File: src/rtl/cmp_irq_pkg.sv
package cmp_irq_pkg;

    typedef enum logic [1:0] {
        TRIG_ANY  = 2'b00,
        TRIG_RSVD = 2'b01,
        TRIG_FALL = 2'b10,
        TRIG_RISE = 2'b11
    } trig_mode_e;

    typedef enum logic {
        SYNC_FILL = 1'b0,
        SYNC_RUN  = 1'b1
    } sync_state_e;

    typedef enum logic {
        FLAG_CLEAR = 1'b0,
        FLAG_SET   = 1'b1
    } flag_state_e;

    localparam int WR_W        = 4;
    localparam int RD_W        = 5;
    localparam int WR_ENA_BIT  = 2;
    localparam int WR_CLR_BIT  = 3;
    localparam int RD_ENA_BIT  = 2;
    localparam int RD_FLAG_BIT = 3;
    localparam int RD_STAT_BIT = 4;

endpackage

File: src/rtl/cmp_sync.sv
module cmp_sync
    import cmp_irq_pkg::*;
#(
    parameter int STAGES = 2
) (
    input  logic clk,
    input  logic rst_n,
    input  logic async_in,
    output logic sync_out,
    output logic prev_out,
    output logic armed
);
    localparam int CW = $clog2(STAGES + 1);

    logic [STAGES-1:0] chain;
    logic [CW-1:0]     fill_cnt;
    sync_state_e       state_q, state_d;

    // flop chain, one stage per generate iteration
    genvar g;
    generate
        for (g = 0; g < STAGES; g++) begin : g_stage
            if (g == 0) begin : g_first
                always_ff @(posedge clk or negedge rst_n) begin
                    if (!rst_n) chain[0] <= 1'b0;
                    else        chain[0] <= async_in;
                end
            end else begin : g_next
                always_ff @(posedge clk or negedge rst_n) begin
                    if (!rst_n) chain[g] <= 1'b0;
                    else        chain[g] <= chain[g-1];
                end
            end
        end
    endgenerate

    assign sync_out = chain[STAGES-1];

    // previous-value register, follows the synchronized level every cycle
    always_ff @(posedge clk or negedge rst_n) begin
        if (!rst_n) prev_out <= 1'b0;
        else        prev_out <= sync_out;
    end

    // state register
    always_ff @(posedge clk or negedge rst_n) begin
        if (!rst_n) begin
            state_q  <= SYNC_FILL;
            fill_cnt <= '0;
        end else begin
            state_q <= state_d;
            if (state_q == SYNC_FILL) fill_cnt <= fill_cnt + 1'b1;
        end
    end

    // next state: leave FILL once the chain and the previous register hold real samples
    always_comb begin
        state_d = state_q;
        unique case (state_q)
            SYNC_FILL: if (fill_cnt == CW'(STAGES)) state_d = SYNC_RUN;
            SYNC_RUN:  state_d = SYNC_RUN;
        endcase
    end

    // outputs
    always_comb begin
        armed = 1'b0;
        unique case (state_q)
            SYNC_FILL: armed = 1'b0;
            SYNC_RUN:  armed = 1'b1;
        endcase
    end
endmodule

File: src/rtl/cmp_edge_decode.sv
module cmp_edge_decode
    import cmp_irq_pkg::*;
(
    input  trig_mode_e mode,
    input  logic       cur,
    input  logic       prev,
    input  logic       armed,
    output logic       evt
);
    logic rise, fall;

    assign rise = cur & ~prev;
    assign fall = ~cur & prev;

    always_comb begin
        evt = 1'b0;
        unique case (mode)
            TRIG_ANY:  evt = rise | fall;
            TRIG_RSVD: evt = 1'b0;
            TRIG_FALL: evt = fall;
            TRIG_RISE: evt = rise;
        endcase
        if (!armed) evt = 1'b0;
    end
endmodule

File: src/rtl/cmp_flag_ctrl.sv
module cmp_flag_ctrl
    import cmp_irq_pkg::*;
(
    input  logic            clk,
    input  logic            rst_n,
    input  logic            wr_en,
    input  logic [WR_W-1:0] wr_data,
    input  logic            vec_ack,
    input  logic            glb_ie,
    input  logic            evt,
    output trig_mode_e      mode,
    output logic            ien,
    output logic            flag,
    output logic            irq
);
    flag_state_e state_q, state_d;
    logic        clr;

    // control fields
    always_ff @(posedge clk or negedge rst_n) begin
        if (!rst_n) begin
            mode <= TRIG_ANY;
            ien  <= 1'b0;
        end else if (wr_en) begin
            mode <= trig_mode_e'(wr_data[1:0]);
            ien  <= wr_data[WR_ENA_BIT];
        end
    end

    assign clr = (wr_en & wr_data[WR_CLR_BIT]) | vec_ack;

    // state register
    always_ff @(posedge clk or negedge rst_n) begin
        if (!rst_n) state_q <= FLAG_CLEAR;
        else        state_q <= state_d;
    end

    // next state: an event outranks a clear
    always_comb begin
        state_d = state_q;
        unique case (state_q)
            FLAG_CLEAR: if (evt) state_d = FLAG_SET;
            FLAG_SET:   if (clr && !evt) state_d = FLAG_CLEAR;
        endcase
    end

    // outputs
    always_comb begin
        flag = 1'b0;
        unique case (state_q)
            FLAG_CLEAR: flag = 1'b0;
            FLAG_SET:   flag = 1'b1;
        endcase
        irq = flag & ien & glb_ie;
    end
endmodule

File: src/rtl/cmp_irq_ctrl.sv
module cmp_irq_ctrl
    import cmp_irq_pkg::*;
#(
    parameter int SYNC_STAGES = 2
) (
    input  logic            clk,
    input  logic            rst_n,
    input  logic            cmp_raw,
    input  logic            glb_ie,
    input  logic            vec_ack,
    input  logic            wr_en,
    input  logic [WR_W-1:0] wr_data,
    output logic [RD_W-1:0] rd_data,
    output logic            irq
);
    logic       sync_lvl, prev_lvl, armed, evt_w, flag_w, ien_w;
    trig_mode_e mode_w;

    cmp_sync #(.STAGES(SYNC_STAGES)) u_sync (
        .clk      (clk),
        .rst_n    (rst_n),
        .async_in (cmp_raw),
        .sync_out (sync_lvl),
        .prev_out (prev_lvl),
        .armed    (armed)
    );

    cmp_edge_decode u_dec (
        .mode  (mode_w),
        .cur   (sync_lvl),
        .prev  (prev_lvl),
        .armed (armed),
        .evt   (evt_w)
    );

    cmp_flag_ctrl u_flag (
        .clk     (clk),
        .rst_n   (rst_n),
        .wr_en   (wr_en),
        .wr_data (wr_data),
        .vec_ack (vec_ack),
        .glb_ie  (glb_ie),
        .evt     (evt_w),
        .mode    (mode_w),
        .ien     (ien_w),
        .flag    (flag_w),
        .irq     (irq)
    );

    assign rd_data = {sync_lvl, flag_w, ien_w, mode_w};
endmodule

File: config.mk
export PLATFORM = sky130hd
export DESIGN_NAME = cmp_irq_ctrl
export DESIGN_NICKNAME = d
export VERILOG_FILES = /design/src/rtl/cmp_irq_pkg.sv /design/src/rtl/cmp_sync.sv /design/src/rtl/cmp_edge_decode.sv /design/src/rtl/cmp_flag_ctrl.sv /design/src/rtl/cmp_irq_ctrl.sv
export SDC_FILE = /design/constraint.sdc
export NUM_CORES = 1
export LEC_CHECK = 0
export BUFFER_PORTS_ARGS = -buffer_cell sky130_fd_sc_hd__buf_2
export CORE_AREA = 3 3 40 42
export DETAILED_ROUTE_END_ITERATION = 7
export DIE_AREA = 0 0 43 45
export GPL_TIMING_DRIVEN = 0
export PLACE_DENSITY = 0.55
export SYNTH_ARGS = -nofsm -noshare
export SYNTH_HDL_FRONTEND = slang
export SYNTH_SLANG_ARGS = --single-unit
File: constraint.sdc
create_clock -name clk -period 1.14 [get_ports clk]
set_input_delay 0.228 -clock clk [delete_from_list [all_inputs] [get_ports clk]]
set_output_delay 0.228 -clock clk [all_outputs]
set_load 0.02 [all_outputs]
* Yosys cells after proc, flatten, opt, wreduce, memory -nomap -nowiden
Index checks and enable logic that the tools add are counted.
** Cells by class
- Add/subtract/negate cells :: 1
- Equal/unequal tests :: 4
- Mux-type cells :: 9
- Bitwise logic cells :: 11
- Reduce and logical (&&, ||, !) cells :: 3
** Operator list (count)
- $pmux 1 s2 :: 4
- $eq 2x2->1 const B :: 3
- $and 1x1->1 :: 5
- $mux 1 :: 4
- $not 1->1 :: 4
- $pmux 1 s4 :: 1
- $add 2x1->2 const B :: 1
- $eq 2x1->1 const B :: 1
- $logic_not 2->1 :: 1
- $or 1x1->1 :: 2
- $logic_and 1x1->1 :: 1
- $logic_not 1->1 :: 1
** Word-level totals
- Register bits after elaboration :: 10
- Input bits :: 10
- Output and inout port bits :: 6
- Logic and storage cells :: 36

* Logic depth before layout (Yosys ltp)
- Word-level depth :: 9
- Depth in mapped cells :: 5
- Mapped depth without buffers :: 5

* By module
Synthesis repeated with hierarchy kept, for this count alone.
** Second synthesis, totals
- Cell total of the unflattened synthesis :: 35
- Area, all modules :: 440.4 sq um
** Modules (own cells, without submodules)
- cmp_sync :: times used 1, cells each 12, area each 190.2 sq um, sequential area each 150.1 sq um
- cmp_flag_ctrl :: times used 1, cells each 11, area each 156.4 sq um, sequential area each 100.1 sq um
- cmp_edge_decode :: times used 1, cells each 9, area each 71.3 sq um, sequential area each 0.0 sq um
- cmp_irq_ctrl :: times used 1, cells each 3, area each 22.5 sq um, sequential area each 0.0 sq um

* Worst setup path before layout
No wires, ideal clock.
- Path type :: register to register
- Start point :: register u_sync.chain[1], in the netlist u_sync.sync_out
- End point :: register u_flag.state_q
- Library setup time :: 0.067 ns
- Arrival :: 1.110 ns
- Required time :: 1.073 ns
- Path slack :: -0.037 ns
- Stages on the path, launching flop included :: 6
- Path buffers :: 0
- Clock period less this slack :: 1.177 ns
- Path through :: dfrtp_1 -> inv_1 -> ha_1 -> nor2b_1 -> o31ai_1 -> a32o_1
** On the way
- Word-level cells in the longest chain between the ends :: 9
- Elaborated cells between the ends (all ways) :: 11
- Classes of those cells :: mux: 5; bitwise: 4; reduce/logical: 2
** RTL lines
- from (decl) :: line cmp_sync.sv:15 : logic [STAGES-1:0] chain;
- from (signal, indexed assignment) :: line cmp_sync.sv:31 : else chain[g] <= chain[g-1];
- $not 1->1 :: line cmp_edge_decode.sv:13 : assign fall = ~cur & prev;
- $and 1x1->1 :: line cmp_edge_decode.sv:13
- $or 1x1->1 :: line cmp_edge_decode.sv:18 : TRIG_ANY: evt = rise | fall;
- $pmux 1 s4 (*) :: line cmp_edge_decode.sv:17 : unique case (mode)
- $mux 1 (*) :: line cmp_edge_decode.sv:23 : if (!armed) evt = 1'b0;
- $logic_not 1->1 :: line cmp_flag_ctrl.sv:43 : FLAG_SET: if (clr && !evt) state_d = FLAG_CLEAR;
- $logic_and 1x1->1 :: line cmp_flag_ctrl.sv:43
- $mux 1 :: line cmp_flag_ctrl.sv:43
- $pmux 1 s2 (*) :: line cmp_flag_ctrl.sv:41 : unique case (state_q)
- via u_flag.state_d :: line cmp_flag_ctrl.sv:16 : flag_state_e state_q, state_d;
- to (signal assigned) :: line cmp_flag_ctrl.sv:35 : else state_q <= state_d;
- to (decl) :: line cmp_flag_ctrl.sv:16
Mark *: on every way through the listed nets, which the timed path passes. The rest lies on a longest branch.
A chain may end at the register's enable or synchronous reset.

* Worst setup path after layout
- Start point :: register u_sync.chain[1], in the netlist u_sync.sync_out
- End point :: output port rd_data[4]
** RTL lines
- to (decl) :: line cmp_irq_ctrl.sv:13 : output logic [RD_W-1:0] rd_data,
No word-level cell between the ends.

==> flow_summary_export.csv <==
group,metric,value,unit
status,outcome,"finished, violations left",
status,violations,"negative setup slack",
detailed_routing,highest_layer,"met4",
floorplanning,rows,13,
detailed_routing,drt_iter0_drc,0,
floorplanning,dieHeight,45,um
synth,synth_fp_nets,47,
synth,syn_area,432.9,um2
setup_path,r2r-end,"u_flag.state_q",
floorplanning,ios,16,
grt,antenna_found_initial,0,
floorplanning,die_x,43,um
finish,layout-drive-gt1-share,0.5357,
detailed_routing,route.met3.wl,62,um
setup_path,start_kind,"register",
detailed_routing,wl_per_cell,10.70,um
grt,grt_pass1_vias,289,
sta,relSlewSlack,0.8593,
detailed_routing,drt_pass1_iterations,1,
detailed_routing,wl_met2,371,um
placed_design,dp.cells,64,
floorplanning,dieArea,1935,um2
detailed_routing,drt-total-wl,760,um
clock_tree,cts_sinks,10,
placed_design,port_buffers,15,
grt,grt_start_max_net_pins,11,
setup_path,r2r_slack,-0.07,ns
detailed_routing,via_per_inst,4.352,
sta,drv_slew,0,
detailed_routing,vias,309,
sta,timing.fmax,815.4,MHz
min_path,holdPathEnd,"u_sync.chain[0]",
clock_tree,clk_path_buf_depth,2,
synth,avgSynthCellArea,12.73,um2
clock_tree,cts_buffers,3,
finish,regArea,251.5,um2
finish,utilization,0.5131,
finish,fillers,136,
clock_tree,cts_root_buf,"clkbuf_4",
synth,synth_cell_types,14,
placed_design,dpl.hpwl,545.9,um
power_and_ir_drop,p_leak,0.3374,nW
setup_path,worstRegToRegCells,5,
finish,layout_common_cells,"buf_2, dfrtp_1, buf_6",
detailed_routing,drc_errors,0,
finish,fin_cells,71,
detailed_routing,postRouteAntennaNets,0,
finish,multi_input_area,171.4,um2
sta,finClkSkew,0.003772,ns
synth,ys_seq_elements,10,
synth,yosys_warnings,0,
placed_design,gp_congestion,0.6475,
finish,diodes,0,
min_path,holdPathStages,1,
finish,syn_to_final_growth,52.31,%
power_and_ir_drop,max-vdd-ir-drop,0.0007523,V
placed_design,pre_cts_ws,-0.1652,ns
sta,setup_ws,-0.08636,ns
setup_path,worstPathRequired,0.91,ns
sta,rsz0062_at_grt,"yes",
clock_tree,path_clk_slew,0.07,ns
placed_design,dpl_cell_area,526.8,um2
synth,netlist_instances,34,
grt,overflow,0,
detailed_routing,wl_met1,311,um
synth,ys_seq_area_frac,0.5780,
sta,fin_crit,1.226,ns
clock_tree,clk_latency,0.26,ns
floorplanning,start_util,0.3369,
grt,grt_usage,0.08736,
run,drv_cap,0,
grt,grt_pass1_wl,1221,um
finish,nets,70,
sta,tightest_slew,0.2098,ns
setup_path,rr_startpoint,"u_sync.sync_out",
sta,finalSetupViolCount,3,
setup_path,crit_type,"register to output port",
sta,fin_setup_tns,-0.2065,ns
sta,hold_violations,0,
setup_path,worstPathArrival,1.00,ns
floorplanning,core,1285,um2
min_path,min_path_type,"input port to register",
clock_tree,ctsHtreeMaxLevel,1,
sta,period_share,1.076,
finish,mostFrequentLayoutCell,"buf_2",
min_path,min_from,"cmp_raw",
power_and_ir_drop,p_per_area,1351,nW/um2
finish,design_area,659.4,um2
setup_path,critPathMaxFanout,3,
clock_tree,cts_tree,"done",
setup_path,end_kind,"output port",
[registers in the layout, summed over array words and instances, names as in the netlist]
signal           cells
u_sync.chain         1
u_sync.fill_cnt      2
u_sync.sync_out      1
u_flag.mode          2
u_sync.prev_out      1
u_flag.state_q       1
u_sync.state_q       1
u_flag.ien           1
[layout make-up]
type | count | area share
Clock buffer | 4 | 0.05503
Timing Repair Buffer | 18 | 0.1954
Sequential cell | 10 | 0.3814
Buffer | 3 | 0.05123
Tap cell | 15 | 0.02846
Inverter | 5 | 0.02846
Multi-Input combinational cell | 16 | 0.2600
[worst max path at each step]
stage / cells past startpoint / start / endpoint
floorplan: 5 / u_sync.sync_out / u_flag.state_q
global placement: 5 / u_sync.sync_out / u_flag.state_q
detailed placement: 5 / u_sync.sync_out / u_flag.state_q
CTS: 5 / u_sync.sync_out / u_flag.state_q
global route: 3 / u_sync.sync_out / rd_data[4]
finish: 3 / u_sync.sync_out / rd_data[4]
[power breakdown]
part	internal (mW)	total, mW	switching (mW)
clock network	0.194	0.313	0.119
logic	0.103	0.177	0.0738
registers	0.378	0.401	0.0224
[timing repair]
action | CTS | global route
hold endpoints to repair | 10 | 0
setup endpoints to repair | 5 | 5
hold buffers | 1 | 0
buffers inserted | 1 | 1
resized for setup | 9 | 9
pin swaps | 1 | 3
[per-stage QoR]
step / hold slack [ns] / power [mW]
after floorplan: -0.06759 / 0.4738
after global placement: 0.09747 / 0.5250
after detailed placement: 0.09481 / 0.5257
after CTS: 0.06526 / 0.8699
after global routing: 0.06580 / 0.9413
final: 0.06853 / 0.8907
[worst max-delay path, cell delays in order (launching register included)]
cell and delay, ns:
dfrtp_1 0.39, buf_6 0.13, buf_6 0.10, buf_6 0.12
[per-layer routing]
| metal | up-vias | GRT usage |
|---|---|---|
| met3 | 2 | 0.02789 |
| met4 | 0 | 0.05422 |
| met2 | 10 | 0.1407 |
| met1 | 143 | 0.1018 |
| li1 | 154 | - |
| met5 | - | 0 |
[Yosys cell counts (all sizes together)]
library cell   n  area (um2)
xnor2          1       8.760
or2            1       6.260
o31ai          1       7.510
nand2          1       3.750
dfrtp         10       250.2
mux2i          1       10.01
a32o           1       10.01
nand3          1       5.000
inv            5       18.77
and3           1       6.260
buf            3       22.52
ha             3       37.54
nor2b          2       12.51
mux2           3       33.78
[kinds of logic after synthesis]
kind of cell,count (synthesis),share of synthesized area
buf+inv,8,0.09538
xor+xnor,1,0.02023
mux,4,0.1012
flops,10,0.5780
fa+ha+maj,3,0.08671
simple gates,6,0.07803
compound gates,2,0.04047
Note: power is estimated with default switching activity, not from simulation.
